`src/rtl/ifs_pkg.sv`:
```
package ifs_pkg;
  localparam int PC_W = 19;
  localparam int HA_W = 16;
  localparam int FRAME_BYTES = 6;

  typedef enum logic [4:0] {
    S_IDLE, S_SPDEC,
    S_W5, S_W4, S_W3, S_W2, S_W1, S_W0,
    S_V0, S_V1,
    S_R0, S_R1, S_R2, S_R3, S_R4, S_R5, S_RFIN
  } seq_state_e;

  // pc bits 18,17 in the top two bits, bit 0 in the lowest
  function automatic logic [7:0] pc_hi_byte(input logic [PC_W-1:0] pc);
    return {pc[18], pc[17], 5'b0, pc[0]};
  endfunction
endpackage

```
`src/rtl/ifs_gate.sv`:
```
module ifs_gate #(
  parameter int LVL_W  = 3,
  parameter int IM_LSB = 4
) (
  input  logic             idle_i,
  input  logic             req_i,
  input  logic             mie_i,
  input  logic             reti_i,
  input  logic [LVL_W-1:0] lvl_i,
  input  logic [7:0]       psw_i,
  output logic             grant_o,
  output logic             ret_go_o
);
  logic [LVL_W-1:0] im;
  assign im       = psw_i[IM_LSB +: LVL_W];
  assign ret_go_o = idle_i && reti_i;
  // return wins over a simultaneous request
  assign grant_o  = idle_i && !reti_i && req_i && mie_i && (lvl_i < im);
endmodule

```
`src/rtl/ifs_addr.sv`:
```
module ifs_addr
  import ifs_pkg::*;
#(
  parameter int ADDR_W = 16,
  parameter int VEC_W  = 5
) (
  input  seq_state_e        state_i,
  input  logic [ADDR_W-1:0] sp_i,
  input  logic [VEC_W-1:0]  vec_i,
  input  logic [ADDR_W-1:0] base_i,
  output logic [ADDR_W-1:0] addr_o,
  output logic              we_o,
  output logic              re_o
);
  logic [ADDR_W-1:0] vec_off;
  assign vec_off = ADDR_W'({vec_i, 1'b0});

  always_comb begin
    addr_o = sp_i;
    we_o   = 1'b0;
    re_o   = 1'b0;
    unique case (state_i)
      S_W5: begin addr_o = sp_i + ADDR_W'(5); we_o = 1'b1; end
      S_W4: begin addr_o = sp_i + ADDR_W'(4); we_o = 1'b1; end
      S_W3: begin addr_o = sp_i + ADDR_W'(3); we_o = 1'b1; end
      S_W2: begin addr_o = sp_i + ADDR_W'(2); we_o = 1'b1; end
      S_W1: begin addr_o = sp_i + ADDR_W'(1); we_o = 1'b1; end
      S_W0: begin addr_o = sp_i;              we_o = 1'b1; end
      S_V0: begin addr_o = base_i + vec_off;              re_o = 1'b1; end
      S_V1: begin addr_o = base_i + vec_off + ADDR_W'(1); re_o = 1'b1; end
      S_R0: begin addr_o = sp_i;              re_o = 1'b1; end
      S_R1: begin addr_o = sp_i + ADDR_W'(1); re_o = 1'b1; end
      S_R2: begin addr_o = sp_i + ADDR_W'(2); re_o = 1'b1; end
      S_R3: begin addr_o = sp_i + ADDR_W'(3); re_o = 1'b1; end
      S_R4: begin addr_o = sp_i + ADDR_W'(4); re_o = 1'b1; end
      S_R5: begin addr_o = sp_i + ADDR_W'(5); re_o = 1'b1; end
      default: ;
    endcase
  end
endmodule

```
`src/rtl/irq_frame_seq.sv`:
```
module irq_frame_seq
  import ifs_pkg::*;
#(
  parameter int ADDR_W = 16,
  parameter int LVL_W  = 3,
  parameter int VEC_W  = 5,
  parameter int IM_LSB = 4
) (
  input  logic              clk_i,
  input  logic              rst_ni,
  input  logic              irq_req_i,
  input  logic [LVL_W-1:0]  irq_lvl_i,
  input  logic [VEC_W-1:0]  irq_vec_i,
  input  logic              mie_i,
  input  logic              reti_i,
  input  logic [ADDR_W-1:0] vec_base_i,
  input  logic [ADDR_W-1:0] sp_i,
  input  logic [18:0]       pc_i,
  input  logic [7:0]        psw_i,
  input  logic [15:0]       ha_i,
  output logic              irq_ack_o,
  output logic              busy_o,
  output logic [ADDR_W-1:0] mem_addr_o,
  output logic [7:0]        mem_wdata_o,
  output logic              mem_we_o,
  output logic              mem_re_o,
  input  logic [7:0]        mem_rdata_i,
  output logic [ADDR_W-1:0] sp_o,
  output logic              sp_we_o,
  output logic [18:0]       pc_o,
  output logic              pc_we_o,
  output logic [7:0]        psw_o,
  output logic              psw_we_o,
  output logic [15:0]       ha_o,
  output logic              ha_we_o
);
  localparam logic [ADDR_W-1:0] FRAME = ADDR_W'(FRAME_BYTES);

  seq_state_e        state_q;
  logic [ADDR_W-1:0] sp_q;
  logic [HA_W-1:0]   ha_q;
  logic [PC_W-1:0]   pc_q;
  logic [7:0]        psw_q, vlo_q, psw_im;
  logic [LVL_W-1:0]  lvl_q;
  logic [VEC_W-1:0]  vec_q;
  logic              idle, grant, ret_go;

  assign idle = (state_q == S_IDLE);

  ifs_gate #(.LVL_W(LVL_W), .IM_LSB(IM_LSB)) u_gate (
    .idle_i  (idle),
    .req_i   (irq_req_i),
    .mie_i   (mie_i),
    .reti_i  (reti_i),
    .lvl_i   (irq_lvl_i),
    .psw_i   (psw_i),
    .grant_o (grant),
    .ret_go_o(ret_go)
  );

  ifs_addr #(.ADDR_W(ADDR_W), .VEC_W(VEC_W)) u_addr (
    .state_i(state_q),
    .sp_i   (sp_q),
    .vec_i  (vec_q),
    .base_i (vec_base_i),
    .addr_o (mem_addr_o),
    .we_o   (mem_we_o),
    .re_o   (mem_re_o)
  );

  always_ff @(posedge clk_i or negedge rst_ni) begin
    if (!rst_ni) begin
      state_q <= S_IDLE;
      sp_q    <= '0;
      ha_q    <= '0;
      pc_q    <= '0;
      psw_q   <= '0;
      vlo_q   <= '0;
      lvl_q   <= '0;
      vec_q   <= '0;
    end else begin
      unique case (state_q)
        S_IDLE: begin
          if (grant) begin
            sp_q    <= sp_i;
            ha_q    <= ha_i;
            pc_q    <= pc_i;
            psw_q   <= psw_i;
            lvl_q   <= irq_lvl_i;
            vec_q   <= irq_vec_i;
            state_q <= S_SPDEC;
          end else if (ret_go) begin
            sp_q    <= sp_i;
            state_q <= S_R0;
          end
        end
        S_SPDEC: begin sp_q <= sp_q - FRAME; state_q <= S_W5; end
        S_W5: state_q <= S_W4;
        S_W4: state_q <= S_W3;
        S_W3: state_q <= S_W2;
        S_W2: state_q <= S_W1;
        S_W1: state_q <= S_W0;
        S_W0: state_q <= S_V0;
        S_V0: begin vlo_q <= mem_rdata_i; state_q <= S_V1; end
        S_V1: state_q <= S_IDLE;
        S_R0: begin psw_q <= mem_rdata_i; state_q <= S_R1; end
        S_R1: begin pc_q[8:1] <= mem_rdata_i; state_q <= S_R2; end
        S_R2: begin pc_q[16:9] <= mem_rdata_i; state_q <= S_R3; end
        S_R3: begin
          pc_q[18:17] <= mem_rdata_i[7:6];
          pc_q[0]     <= mem_rdata_i[0];
          state_q     <= S_R4;
        end
        S_R4: begin ha_q[7:0] <= mem_rdata_i; state_q <= S_R5; end
        S_R5: begin ha_q[15:8] <= mem_rdata_i; state_q <= S_RFIN; end
        default: state_q <= S_IDLE;
      endcase
    end
  end

  always_comb begin
    psw_im = psw_q;
    psw_im[IM_LSB +: LVL_W] = lvl_q;
  end

  always_comb begin
    unique case (state_q)
      S_W5:    mem_wdata_o = ha_q[15:8];
      S_W4:    mem_wdata_o = ha_q[7:0];
      S_W3:    mem_wdata_o = pc_hi_byte(pc_q);
      S_W2:    mem_wdata_o = pc_q[16:9];
      S_W1:    mem_wdata_o = pc_q[8:1];
      S_W0:    mem_wdata_o = psw_q;
      default: mem_wdata_o = '0;
    endcase
  end

  assign irq_ack_o = grant;
  assign busy_o    = !idle;
  assign sp_we_o   = (state_q == S_SPDEC) || (state_q == S_RFIN);
  assign sp_o      = (state_q == S_SPDEC) ? sp_q - FRAME : sp_q + FRAME;
  assign psw_we_o  = (state_q == S_V0) || (state_q == S_RFIN);
  assign psw_o     = (state_q == S_V0) ? psw_im : psw_q;
  assign pc_we_o   = (state_q == S_V1) || (state_q == S_RFIN);
  assign pc_o      = (state_q == S_V1) ? PC_W'({mem_rdata_i, vlo_q}) : pc_q;
  assign ha_we_o   = (state_q == S_RFIN);
  assign ha_o      = ha_q;
endmodule

```
`config.mk`:
```
export PLATFORM = sky130hd
export DESIGN_NAME = irq_frame_seq
export DESIGN_NICKNAME = d
export VERILOG_FILES = /design/src/rtl/ifs_pkg.sv /design/src/rtl/ifs_gate.sv /design/src/rtl/ifs_addr.sv /design/src/rtl/irq_frame_seq.sv
export SDC_FILE = /design/constraint.sdc
export NUM_CORES = 1
export LEC_CHECK = 0
export BUFFER_PORTS_ARGS = -buffer_cell sky130_fd_sc_hd__buf_4
export CORE_UTILIZATION = 54
export DETAILED_ROUTE_END_ITERATION = 12
export GPL_ROUTABILITY_DRIVEN = 0
export GPL_TIMING_DRIVEN = 0
export PLACE_DENSITY = 0.85
export SLEW_MARGIN = 15
export SYNTH_ARGS = -nofsm -noshare
export SYNTH_HDL_FRONTEND = slang
export SYNTH_SLANG_ARGS = --single-unit
```
`constraint.sdc`:
```
create_clock -name clk_i -period 3.9 [get_ports clk_i]
set_input_delay 0.39 -clock clk_i [delete_from_list [all_inputs] [get_ports clk_i]]
set_output_delay 0.39 -clock clk_i [all_outputs]
set_load 0.05 [all_outputs]
```
## Word-level counts from Yosys, hierarchy flattened

Index checks and enable logic that the tools add are counted.

- Bits in registers: 80
- Bits in latches: 0
- RAM bits: 0
- Memory bits (read-only): 0
- Bits of input ports: 96
- Memories: 0

- Add/sub/neg operators: 9
- $mul: 0
- Div/mod/pow operators: 0
- $lt $le $gt $ge: 1
- Eq/ne operators: 18
- Shift operators: 0
- Multiplexer cells: 23
- Bitwise logic cells: 0
- Reduce and logical (&&, ||, !) cells: 33

Operators with widths:

| operator | count |
|---|---|
| $pmux W16 S7 | 1 |
| $pmux W8 S2 | 5 |
| $pmux W5 S15 | 1 |
| $mux W16 | 4 |
| $add A16 B3 Y16 const B | 3 |
| $pmux W8 S6 | 1 |
| $eq A5 B4 Y1 const B | 8 |
| $mux W19 | 2 |
| $add A16 B1 Y16 const B | 2 |
| $add A16 B2 Y16 const B | 2 |
| $pmux W16 S2 | 1 |
| $eq A5 B3 Y1 const B | 4 |
| $add A16 B6 Y16 | 1 |
| $reduce_and A2 Y1 | 8 |
| $sub A16 B3 Y16 const B | 1 |
| $reduce_bool A2 Y1 | 7 |
| $eq A5 B2 Y1 const B | 2 |
| $mux W5 | 2 |
| $reduce_or A2 Y1 | 5 |
| $mux W8 | 1 |
| $reduce_or A8 Y1 | 1 |
| $mux W7 | 1 |
| $reduce_or A6 Y1 | 1 |
| $eq A5 B1 Y1 const B | 1 |
| 11 further kinds | 19 |

## Depth between registers and ports, before layout

- Depth in word-level cells: 7
- Mapped depth: 14

## Hierarchy

From an unflattened synthesis, not the netlist that was laid out.

- Cells, all modules: 825
- Area total of the unflattened synthesis: 6845.3 sq um

By module, submodules not included:

| module | times used | cells each | area each (sq um) | sequential area each (sq um) |
|---|---|---|---|---|
| irq_frame_seq | 1 | 520 | 4810.9 | 2001.9 |
| ifs_addr | 1 | 296 | 1964.4 | 0.0 |
| ifs_gate | 1 | 9 | 70.1 | 0.0 |

## Worst setup path after synthesis

Ideal clock, no wire load.

- Kind: input to output
- From: input vec_base_i[1]
- To: output mem_addr_o[11]
- Data arrival time: 3.381 ns
- Setup slack: 0.129 ns
- Stages on the path: 10
- Buffers on the path: 0
- Cell sequence: ha_1 -> inv_1 -> fa_1 -> and2b_4 -> o211ai_2 -> a2111oi_4 -> o21ai_1 -> a211oi_4 -> xnor2_1 -> o21ai_0

- Word-level cells in the longest chain between the ends: 3

Ends and longest elaborated chain:

| what | RTL line | RTL |
|---|---|---|
| from (decl) | irq_frame_seq.sv:16 | `input logic [ADDR_W-1:0] vec_base_i,` |
| $add A16 B6 Y16 * | ifs_addr.sv:29, ifs_addr.sv:30 |  |
| $add A16 B1 Y16 | ifs_addr.sv:30 | `S_V1: begin addr_o = base_i + vec_off + ADDR_W'(1); re_o = 1'b1; end` |
| $pmux W16 S7 * | ifs_addr.sv:22 | `unique case (state_i)` |
| to (decl) | irq_frame_seq.sv:23 | `output logic [ADDR_W-1:0] mem_addr_o,` |

Every way passes the cells marked *; elsewhere a longest branch is shown, timed or not.

## Final worst setup path

- From: register state_q[1]
- To: output mem_addr_o[9]

- Word-level cells in the longest chain between the ends: 3
- Elaborated cells on any way between the ends: 18
- Classes of those cells: 12 x eq/ne; 1 x mux; 5 x reduce/logical

Ends and longest elaborated chain:

| what | RTL line | RTL |
|---|---|---|
| from (decl) | irq_frame_seq.sv:39 | `seq_state_e state_q;` |
| from (signal assigned) | irq_frame_seq.sv:73 | `state_q <= S_IDLE;` |
| from (signal assigned) | irq_frame_seq.sv:91 | `state_q <= S_SPDEC;` |
| from (signal assigned) | irq_frame_seq.sv:94 | `state_q <= S_R0;` |
| $eq A5 B2 Y1, or another cell as far along | ifs_addr.sv:22 |  |
| $reduce_or A2 Y1 (no line) | - |  |
| $pmux W16 S7 * | ifs_addr.sv:22 |  |

Marks and branches as above.

==> impl_metrics.csv <==
group,metric,value,unit
global_routing,grtUsageTotal,36.5,%
floorplan,pin_count,187,
cells_and_area,fin_util,73.1,%
worst_setup_path,critical_path_class,"reg -> out",
timing,worst_slew_pin_slew,1150,ps
floorplan,fp.dieH,115,um
timing,rsz0062_at_grt,"yes",
clocking,cts_tree,"yes",
worst_setup_path,path_cells,"buf_2 > or3_4 > nor2_4 > nor2_2 > inv_1 > ha_1 > a21o_1 > a21o_1 > a21boi_1 > o21ai_0 > and3_1 > o22a_1 > a22oi_1 > buf_4",
yosys,yosysSeqAreaShare,29.1,%
yosys,yosysWarnings,0,
worst_setup_path,path_buf_inv,3,
yosys,synth_area_leaders,"dfrtp_1 29%, nand2_1 10%, mux2i_1 6.4%",
drt,ant_nets,0,
clocking,cts_root_buffer,"clkbuf_16",
global_routing,grt_max_degree,81,
drt,drc,0,
clocking,cts_sinks,80,
worst_setup_path,crit_family,"compound AO/OA/AOI/OAI gates",
run,cap_violations,0,
worst_setup_path,crit_path_top_delay_cell,"dfrtp_1",
yosys,yosysTopAreaCell,"dfrtp_1",
clocking,insertion_delay,350,ps
global_routing,antenna_found_initial,0,
worst_setup_path,r2r_end,"sp_q[15]",
floorplan,coreArea,0.0122,mm^2
place,port_buffers,182,
timing,period_share,99.4,%
drt,finalWirelength,23800,um
floorplan,start_util,56.4,%
cells_and_area,layout.nets,1217,
floorplan,dieWidth,115,um
global_routing,gr-max-usage-layer,"met2",
drt,first_iter_violations,726,
global_routing,grt_pass1_wl,37300,um
timing,relSlewSlack,22.8,%
cells_and_area,design_area,0.00892,mm^2
clocking,hold_buffers,0,
yosys,synth-main-ff-cell,"dfrtp_1",
min_path,hold_path.class,"in -> async",
worst_setup_path,crit_top_cell,"a21o_1",
cells_and_area,fillCellCount,1047,
yosys,yosysMostFrequentCell,"nand2_1",
yosys,synth_area,0.00688,mm^2
clocking,clkTransAtPathRegs,70,ps
yosys,synthCells,903,
yosys,ys_async_sr_fraction,100,%
timing,max_freq,258,MHz
global_routing,grt_pass1_vias,7415,
worst_setup_path,rrSetupSlack,1180,ps
cells_and_area,area_delta_synth_final,29.6,%
cells_and_area,n_antenna_cell,0,
worst_setup_path,crit_path_end_kind,"output pin",
yosys,synth-seq-cells,80,
worst_setup_path,arrival,3490,ps
worst_setup_path,timing.rr.start,"sp_q[1]",
yosys,syn_nets,1016,
timing,setup_viol,0,
timing,finalSetupTns,0,ps
floorplan,dieArea,0.0132,mm^2
worst_setup_path,r2r_cells,9,
timing,min_period,3880,ps
outcome,outcome,"complete, no violations",
drt,vias,7874,
worst_setup_path,cp_max_fo,10,
place,place_area,0.00846,mm^2
global_routing,groute.layer.met1.usage,45.2,%
clocking,h-tree-depth,3,
floorplan,rows,40,
timing,drv_slew,0,
drt,wl_per_cell,18.7,um
worst_setup_path,critPathMaxStageDelay,420,ps
cells_and_area,drive_above_1_share,25.7,%
yosys,synth-edff-count,0,
global_routing,met3_usage,7.27,%
drt,drt_first_pass_iters,8,
drt,viasPerCell,6.17,
place,dpl.hpwl,17500,um
global_routing,grt_overflow,0,
timing,hold_viol,0,
yosys,avgSynthCellArea,7.62,um^2
yosys,ys_types,79,
clocking,cts_buffers,9,
yosys,yosys-top-cells-count,"189 x nand2_1, 80 x dfrtp_1, 70 x nor2_1",
timing,skew,5.54,ps
clocking,clk_path_buf_depth,2,
worst_setup_path,cp-start-kind,"register",
worst_setup_path,required,3510,ps
yosys,synth.top_cell.area_share,29.1,%
global_routing,use_met2,60.0,%
-- flip-flops by register name, summed over array words and instances (netlist names) --
register / count
sp_q: 16
lvl_q: 3
state_q: 5
psw_q: 8
ha_o: 16
pc_q: 19
vec_q: 5
vlo_q: 8
-- logic make-up (layout without fill, tap and decap cells) --
| logic type | Yosys count | count (layout) | synth area share [%] |
|---|---|---|---|
| AND/OR/NAND/NOR | 387 | 387 | 26.1 |
| AO/OA/AOI/OAI | 240 | 240 | 23.1 |
| buffers and inverters | 89 | 295 | 5.69 |
| flip-flops | 80 | 80 | 29.1 |
| multiplexers | 52 | 52 | 7.71 |
| XOR/XNOR | 38 | 38 | 5.05 |
| adder cells (fa/ha/maj) | 17 | 17 | 3.31 |
-- through the flow --
stage / hold WS [ps] / setup WS, ps / cells
global placement: 456 / -750 / 1253
floorplan: 94.4 / 129 / 903
CTS: 268 / 10.6 / 1272
global route: 273 / -70.5 / 1277
detailed placement: 463 / -763 / 1253
finish: 200 / 22.3 / 1277
-- layer usage --
metal / share of wire (%) / wire length (um)
met5: 0 / 0
met4: 4.8 / 1140
met3: 10 / 2440
met2: 47 / 11200
met1: 38 / 9010
-- placed cells by master, fill, tap and decap left out, drive strengths merged, types with 5 or more instances in the layout --
| master | Yosys | routed |
|---|---|---|
| ha | 15 | 15 |
| a211oi | 12 | 12 |
| a22oi | 21 | 21 |
| xnor2 | 28 | 28 |
| nand4 | 9 | 9 |
| inv | 20 | 23 |
| nand2 | 189 | 189 |
| a21o | 7 | 7 |
| a221oi | 5 | 5 |
| a21oi | 51 | 51 |
| nand3 | 25 | 25 |
| o21ai | 73 | 73 |
| mux2 | 8 | 8 |
| xor2 | 10 | 10 |
| o211ai | 12 | 12 |
| o22ai | 6 | 6 |
| nand2b | 7 | 7 |
| or2 | 7 | 7 |
| nor4 | 5 | 5 |
| dfrtp | 80 | 80 |
| and4 | 6 | 6 |
| a31oi | 9 | 9 |
| nor2b | 5 | 5 |
| nor3 | 20 | 20 |
| or3 | 5 | 5 |
| buf | 32 | 223 |
| and3 | 10 | 10 |
| nor2 | 70 | 70 |
| clkbuf | 36 | 44 |
| and2 | 10 | 10 |
| mux2i | 44 | 44 |
-- area by class of cell --
| class | instances | area [um^2] | area share (%) |
|---|---|---|---|
| multi-input combinational | 734 | 4600 | 51.6 |
| sequential | 80 | 2000 | 22.5 |
| timing repair buffer | 190 | 1430 | 16.0 |
| buffer | 68 | 325 | 3.65 |
| clock buffer | 9 | 225 | 2.52 |
| tap | 168 | 210 | 2.36 |
| inverter | 21 | 78.8 | 0.884 |
| clock inverter | 7 | 52.6 | 0.589 |
-- worst max-delay path by stage --
stage / slack, ps / endpoint / startpoint / cells past startpoint
CTS: 10 / mem_addr_o[9] / state_q[1] / 14
global route: -70 / mem_addr_o[9] / state_q[1] / 14
global placement: -750 / mem_addr_o[13] / state_q[2] / 13
finish: 20 / mem_addr_o[9] / state_q[1] / 14
detailed placement: -760 / mem_addr_o[13] / state_q[2] / 13
floorplan: 130 / mem_addr_o[11] / vec_base_i[1] / 10
-- worst register-to-register path, cell delays in order (launching register included) --
cell,delay (ps)
dfrtp_1,440
ha_1,220
buf_2,180
nor3_1,470
nand3_1,290
nor4_2,300
nand2_1,160
nor3_1,280
nor3_1,90
a211oi_1,190
-- timing repair --
action	CTS	global route
gates resized for setup	18	20
endpoints found under the setup margin	14	10
buffers inserted	3	5
pin swaps	2	4
Power is not shown: default switching activity piles up to over one toggle a cycle in this logic, so the estimate is an artifact.
